### config.mk
export PLATFORM = sky130hd
export DESIGN_NAME = agu_mod_top
export DESIGN_NICKNAME = d
export VERILOG_FILES = /design/src/rtl/agu_pkg.sv /design/src/rtl/agu_modreg.sv /design/src/rtl/agu_lane.sv /design/src/rtl/agu_mod_top.sv
export SDC_FILE = /design/constraint.sdc
export NUM_CORES = 1
export LEC_CHECK = 0
export ABC_AREA = 1
export BUFFER_PORTS_ARGS = -buffer_cell sky130_fd_sc_hd__buf_2
export CAP_MARGIN = 20
export CORE_MARGIN = 1
export CORE_UTILIZATION = 40
export DETAILED_ROUTE_END_ITERATION = 7
export PLACE_DENSITY = 0.65
export RECOVER_POWER = 25
export SLEW_MARGIN = 20
export SYNTH_ARGS = -nofsm -noshare
export SYNTH_HDL_FRONTEND = slang
export SYNTH_SLANG_ARGS = --single-unit
### constraint.sdc
create_clock -name clk -period 3.47 [get_ports clk]
set_input_delay 0 -clock clk [delete_from_list [all_inputs] [get_ports clk]]
set_output_delay 0 -clock clk [all_outputs]
set_load 0.01 [all_outputs]
### src/rtl/agu_pkg.sv
package agu_pkg;

    localparam int AGU_AW = 32;
    localparam int AGU_HW = 16;

    typedef enum logic [1:0] {
        UPD_HOLD  = 2'd0,
        UPD_INDEX = 2'd1,
        UPD_INC   = 2'd2,
        UPD_DEC   = 2'd3
    } upd_e;

    typedef struct packed {
        logic [AGU_HW-1:0] stop;
        logic [AGU_HW-1:0] first;
    } win_t;

    function automatic logic [AGU_AW-1:0] lin_step(
        input logic [AGU_AW-1:0] ptr,
        input logic [AGU_AW-1:0] idx,
        input upd_e              op,
        input logic              long_sz
    );
        logic [AGU_AW-1:0] step;
        step = long_sz ? AGU_AW'(4) : AGU_AW'(2);
        case (op)
            UPD_INDEX: lin_step = ptr + idx;
            UPD_INC:   lin_step = ptr + step;
            UPD_DEC:   lin_step = ptr - step;
            default:   lin_step = ptr;
        endcase
    endfunction

endpackage

### src/rtl/agu_modreg.sv
module agu_modreg
    import agu_pkg::*;
(
    input  logic        clk,
    input  logic        rst,
    input  logic        wr,
    input  logic [31:0] wdata,
    output win_t        win
);
    win_t win_q;

    always_ff @(posedge clk) begin
        if (rst)
            win_q <= '0;
        else if (wr)
            win_q <= win_t'(wdata);
    end

    assign win = win_q;

    p_load_r10: assert property (@(posedge clk) disable iff (rst)
        wr |=> (win == win_t'($past(wdata))));

    p_hold_r10: assert property (@(posedge clk) disable iff (rst)
        !wr |=> $stable(win));

endmodule

### src/rtl/agu_lane.sv
module agu_lane
    import agu_pkg::*;
#(
    parameter int AW = AGU_AW,
    parameter int HW = AGU_HW
)(
    input  logic          clk,
    input  logic          rst,
    input  logic [AW-1:0] ptr,
    input  logic [AW-1:0] idx,
    input  upd_e          op,
    input  logic          long_sz,
    input  logic          post,
    input  logic          wrap_en,
    input  win_t          win,
    output logic [AW-1:0] nxt,
    output logic [AW-1:0] addr,
    output logic          wrapped
);
    logic [AW-1:0] lin;
    logic          at_end;

    always_comb begin
        lin     = lin_step(ptr, idx, op, long_sz);
        at_end  = (ptr[HW-1:0] == win.stop);
        wrapped = wrap_en && at_end;
        if (wrapped)
            nxt = {ptr[AW-1:HW], win.first};
        else
            nxt = lin;
        addr = post ? nxt : ptr;
    end

    p_hold_r1: assert property (@(posedge clk) disable iff (rst)
        (op == UPD_HOLD && !wrapped) |-> (nxt == ptr));

    p_wrap_upper_r5: assert property (@(posedge clk) disable iff (rst)
        wrapped |-> (nxt[AW-1:HW] == ptr[AW-1:HW]));

    p_pre_addr_r9: assert property (@(posedge clk) disable iff (rst)
        !post |-> (addr == ptr));

    p_post_addr_r9: assert property (@(posedge clk) disable iff (rst)
        post |-> (addr == nxt));

endmodule

### src/rtl/agu_mod_top.sv
module agu_mod_top
    import agu_pkg::*;
#(
    parameter int AW = AGU_AW,
    parameter int HW = AGU_HW
)(
    input  logic          clk,
    input  logic          rst,
    input  logic          mod_wr,
    input  logic [31:0]   mod_wdata,
    input  logic          mod_x_en,
    input  logic          mod_y_en,
    input  logic          dual_xfer,
    input  logic          size_long,
    input  logic [AW-1:0] x_ptr,
    input  logic [AW-1:0] x_idx,
    input  logic [1:0]    x_op,
    input  logic          x_post,
    input  logic [AW-1:0] y_ptr,
    input  logic [AW-1:0] y_idx,
    input  logic [1:0]    y_op,
    input  logic          y_post,
    output logic [AW-1:0] x_next,
    output logic [AW-1:0] x_addr,
    output logic [AW-1:0] y_next,
    output logic [AW-1:0] y_addr
);
    localparam int NSIDE = 2;

    win_t             win;
    logic [AW-1:0]    ptr_a  [NSIDE];
    logic [AW-1:0]    idx_a  [NSIDE];
    logic [1:0]       op_a   [NSIDE];
    logic             post_a [NSIDE];
    logic [AW-1:0]    nxt_a  [NSIDE];
    logic [AW-1:0]    addr_a [NSIDE];
    logic [NSIDE-1:0] wen;
    logic [NSIDE-1:0] wrapped;

    agu_modreg u_win (
        .clk   (clk),
        .rst   (rst),
        .wr    (mod_wr),
        .wdata (mod_wdata),
        .win   (win)
    );

    // Y side takes the window when both enables are set
    assign wen[1] = dual_xfer && mod_y_en;
    assign wen[0] = dual_xfer && mod_x_en && !mod_y_en;

    assign ptr_a[0]  = x_ptr;
    assign ptr_a[1]  = y_ptr;
    assign idx_a[0]  = x_idx;
    assign idx_a[1]  = y_idx;
    assign op_a[0]   = x_op;
    assign op_a[1]   = y_op;
    assign post_a[0] = x_post;
    assign post_a[1] = y_post;

    for (genvar s = 0; s < NSIDE; s++) begin : g_side
        agu_lane #(.AW(AW), .HW(HW)) u_lane (
            .clk     (clk),
            .rst     (rst),
            .ptr     (ptr_a[s]),
            .idx     (idx_a[s]),
            .op      (upd_e'(op_a[s])),
            .long_sz (size_long),
            .post    (post_a[s]),
            .wrap_en (wen[s]),
            .win     (win),
            .nxt     (nxt_a[s]),
            .addr    (addr_a[s]),
            .wrapped (wrapped[s])
        );
    end

    assign x_next = nxt_a[0];
    assign x_addr = addr_a[0];
    assign y_next = nxt_a[1];
    assign y_addr = addr_a[1];

    p_one_side_r7: assert property (@(posedge clk) disable iff (rst)
        !(wrapped[0] && wrapped[1]));

    p_tie_y_r7: assert property (@(posedge clk) disable iff (rst)
        (mod_x_en && mod_y_en) |-> !wrapped[0]);

    p_single_linear_r8: assert property (@(posedge clk) disable iff (rst)
        !dual_xfer |-> (wrapped == '0));

endmodule

# Word level (Yosys, flattened, before mapping)
# Index checks and enable logic that the tools add are counted.
# op_classes
n_addsub	6
eq_ne	8
mux	7
n_reduce_logical	6
# ops
op	count
$pmux W32 S3	2
$add A32 B32 Y32	4
$mux W32	4
$sub A32 B32 Y32	2
$eq A16 B16 Y1	2
$eq A2 B2 Y1 const B	4
$logic_and A1 B1 Y1	5
$eq A2 B1 Y1 const B	2
$mux W3	1
$logic_not A1 Y1	1
# totals
reg_bits	32
in_bits	173
out_inout_bits	128
elab_cells	29

# Longest topological paths before layout
# logic_depth
ltp_word	5
mapped_depth	29
mapped_depth_nobuf	29

# Modules after synthesis
# From an unflattened synthesis, not the netlist that was laid out.
# hier_totals
cells_unflattened	1950
hier_area_um2	10033.4
# modules_own_cells
mod	n_inst	cells_each	area_per_inst_um2	seq_area_each_um2
agu_lane at g_side[1].u_lane	1	875	4341.7	0.0
agu_lane at g_side[0].u_lane	1	868	4335.4	0.0
agu_modreg	1	203	1338.8	640.6
agu_mod_top	1	4	17.5	0.0

# Worst setup path after synthesis
# OpenSTA, ideal clock, no wires.
# synth_timing
path_kind	in2out
from	in x_idx[0]
to	out x_addr[27]
arrival_time_ns	2.763
t_required_ns	3.470
slack_ns	0.707
stages	20
n_path_buf	0
path_cell_list	inv_1 > ha_1 > inv_1 > nor2_2 > nand4_2 > nor3_4 > nand3_1 > nor2_2 > inv_1 > o21ai_0 > o21ai_0 > ha_1 > a21oi_1 > a21boi_0 > o21ai_0 > nor2_1 > nand3_1 > nand3_1 > nand2_1 > o21ai_0
# synth_between
elab_chain_len	4
# synth_rtl
element	line_no	text
from (decl)	agu_mod_top.sv:16	input logic [AW-1:0] x_idx,
$add A32 B32 Y32	agu_pkg.sv:27	UPD_INDEX: lin_step = ptr + idx;
$pmux W32 S3	agu_pkg.sv:26	case (op)
$mux W32	agu_lane.sv:27	if (wrapped)
$mux W32	agu_lane.sv:31	addr = post ? nxt : ptr;
to (decl)	agu_mod_top.sv:24	output logic [AW-1:0] x_addr,
# No other way between the ends.

# Worst setup path in the final report
# layout_timing
from	in x_idx[1]
to	out x_addr[27]
# Same word-level chain as after synthesis.

==> qor.yml <==
status: "finished clean"
p_clk_share_pct: 13.4
cts_buffer_depth: 2
cp_max_fo: 6
seq_area_frac_synth_pct: 6.867
finalSetupViolCount: 0
power_density_mw_per_mm2: 257.7
cts_tree: "built"
syn_inst: 1780
hold_path.startpoint: "mod_wdata[0]"
dp_hpwl_mm: 33.56
drive_above_1_share_pct: 21.93
grt_first_pass_wirelength_mm: 60.15
drc: 0
numCtsBuffers: 5
cp-start-kind: "primary input"
viasPerCell: 5.357
fin_nets: 2327
netlist_area_mm2: 0.009329
place_congestion: 1.010
overflow: 0
power_mw: 3.060
hp-class: "primary input to flop"
cpMaxStageDelayCell: "ha_1"
syn_area_per_cell_um2: 5.241
period_needed_ns: 3.302
utilization_pct: 52.13
endpoint: "x_addr[27]"
path_common_cell: "o21ai_1"
cp-startpoint: "x_idx[1]"
synthArstFlopShare_pct: 0
seqPwrFrac_pct: 13.8
crit_chain: "buf_2 -> inv_2 -> ha_4 -> inv_1 -> nor2_2 -> nand4_2 -> nor3_4 -> nand3_2 -> nor2_4 -> inv_2 -> o21ai_1 -> o21ai_1 -> ha_1 -> a21oi_1 -> a21boi_1 -> o21ai_1 -> nor2_1 -> nand2_1 -> nand2_1 -> nand3_1 -> nand2_1 -> o21ai_1 -> buf_2"
fin_crit_sh_pct: 95.17
dieArea_mm2: 0.02394
rr_startpoint: "u_win.win[10]$_SDFFE_PP0P_"
drv_slew: 0
coreArea_mm2: 0.02278
slew-limit-headroom_pct: 14.97
fmax_mhz: 302.8
end_kind: "output pin"
hold_violations: 0
largest_reg_flops: 32
antenna_found_initial: 11
ys.flop_type: "dfxtp_1"
grt.total_usage_pct: 32.01
routed_wl_mm: 39.72
dr_total_vias: 12900
grt_pass1_vias: 11440
cts_sinks: 32
clk_pin_slew_ns: 0.05
p_sw_share_pct: 51.66
ys_ff_latch: 32
yosys_warnings: 0
synth_cell_type_count: 49
grt_max_degree: 46
drt_iter0_drc: 1077
final_antenna_net_count: 0
pin_count: 301
fin_skew_ns: 0
initial_core_util_pct: 40.96
post-place-ws_ns: 0.09364
fin_ws_ns: 0.1677
io_buffers: 300
dieHeight_um: 154.7
drtPass1Iterations: 6
hold_ws_ns: 0.01682
fp.dieW_um: 154.7
p_int_mw: 1.479
power.switching_mw: 1.581
slowest_delay_ns: 0.39
rrSetupSlack_ns: 2.61
drv_cap: 0
syn_nets: 2019
rr_worst_depth: 2
synth_edf_count: 0
ir_drop_uv: 205.0
r2r-end: "u_win.win[10]$_SDFFE_PP0P_"
worst_pin_slew_ns: 1.274
critical_path_class: "primary input to output pin"
rsz0062_at_grt: "yes"
cp.required_ns: 3.47
pwr-share-comb_pct: 72.8
cp_data_arrival_time_ns: 3.30
clk_latency_ns: 0.28
cts_root_buf: "clkbuf_16"
syn_to_final_growth_pct: 27.28
wire_per_inst_um: 16.50
row_count: 55
h-tree-depth: 2
p_leak_nw: 6.011
## critical path, delay by kind of cell
family | cells | cell delay [ns]
and+or+nand+nor | 10 | 1.48
adders and majority gates | 2 | 0.53
buffers and inverters | 5 | 0.43
AOI/OAI and AO/OA | 6 | 0.84
## per-stage QoR
step | std cells | setup TNS [ns] | instance area [um2]
finish | 2408 | 0 | 11870
global route | 2404 | -0.5586 | 11860
CTS | 2394 | 0 | 11510
detailed placement | 2371 | 0 | 11210
global placement | 2371 | 0 | 11210
floorplan | 1780 | 0 | 9329
## repair_timing
item,4_1_cts,5_1_grt
setup buffers,0,7
endpoints found under the setup margin,0,52
hold endpoints to repair,16,0
hold buffers,16,0
gates resized for setup,0,105
## per-layer routing
metal | share of wire [%] | vias to the layer above | routed length [um] | global-route usage [%]
li1 | - | 6476 | - | -
met5 | 0.12 | - | 46 | 0
met2 | 43 | 584 | 16940 | 50.18
met1 | 45 | 5764 | 17730 | 43.93
met4 | 2.7 | 8 | 1083 | 9.430
met3 | 9.9 | 67 | 3922 | 6.472
## worst min path at each step
stage | endpoint | slack, ns | depth (start not counted)
4_1_cts | u_win.win[0]$_SDFFE_PP0P_ | 0.01 | 3
6_report | u_win.win[0]$_SDFFE_PP0P_ | 0.02 | 3
5_1_grt | u_win.win[17]$_SDFFE_PP0P_ | 0.02 | 3
3_3_place_gp | u_win.win[4]$_SDFFE_PP0P_ | 0.26 | 3
3_5_place_dp | u_win.win[5]$_SDFFE_PP0P_ | 0.27 | 3
2_1_floorplan | u_win.win[11]$_SDFFE_PP0P_ | 0.08 | 1
## final cells by class
cell class	count	area, um2
multi-input cells	1506	8053
repair buffers	349	1909
diodes	7	17.52
inverters	194	728.2
flip-flops and latches	32	640.6
fillers	2504	10900
well taps	313	391.6
clock inverters	1	5.005
clock buffers	6	128.9
## cells by family (layout without fill, tap and decap cells)
family          after synthesis  after routing  share of synthesized area, %
simple gates               1022           1022                         47.36
fa+ha+maj                    66             66                         9.013
compound gates              364            364                         21.69
flops                        32             32                         6.867
xor+xnor                     54             54                         5.070
buf+inv                     242            550                         10.01
other cells                   0              7                             0
## placed cells by master, fill, tap and decap left out, types with 16 or more instances in the layout
| cell | synthesis | routed |
|---|---|---|
| nand2_1 | 535 | 524 |
| buf_2 | 8 | 297 |
| inv_1 | 185 | 181 |
| nor2_1 | 201 | 178 |
| nand3_1 | 146 | 143 |
| o21ai_0 | 148 | 125 |
| a21oi_1 | 129 | 119 |
| ha_1 | 64 | 59 |
| xor2_1 | 36 | 36 |
| buf_4 | 0 | 32 |
| dfxtp_1 | 32 | 32 |
| nor2_2 | 11 | 28 |
| o21ai_1 | 6 | 26 |
| nor3_1 | 28 | 24 |
| and2_1 | 22 | 22 |
| xnor2_1 | 18 | 18 |
| or2_2 | 17 | 17 |
| o211ai_1 | 17 | 17 |
| dlygate4sd3_1 | 0 | 16 |
## synth_stat cells (3+ instances only)
master	number	area, um2
buf_1	4	15.01
o31ai_1	3	22.52
a31oi_1	6	37.54
o21ai_1	6	30.03
o21bai_1	13	97.59
nand4_1	11	68.82
nand2_1	535	2008
a21boi_0	4	30.03
nor2_4	6	67.56
o21a_1	12	90.09
inv_2	8	30.03
dfxtp_1	32	640.6
nand3b_1	9	67.56
ha_1	64	800.8
nor4_1	8	50.05
nor3_2	4	40.04
xor2_1	36	315.3
buf_2	8	40.04
or2_1	7	43.79
nor3_1	28	140.1
a21oi_1	129	645.6
o211ai_1	17	127.6
clkbuf_1	34	127.6
nand2_2	3	18.77
nor2_1	201	754.5
or2_2	17	106.4
nand3_1	146	730.7
inv_1	185	694.4
a211oi_1	13	97.59
nor2_2	11	68.82
and2_1	22	137.6
o21ai_0	148	740.7
or2_0	8	50.05
a21o_1	7	52.55
xnor2_1	18	157.7
## power groups by stage
stage	Sequential (mW)	Clock, mW	Combinational (mW)
global route	0.424	0.432	2.46
global placement	0.430	0	2.09
CTS	0.422	0.410	2.12
detailed placement	0.429	0	2.10
finish	0.423	0.409	2.23
floorplan	0.412	0	1.32
Power figures use the tool's default switching activity.
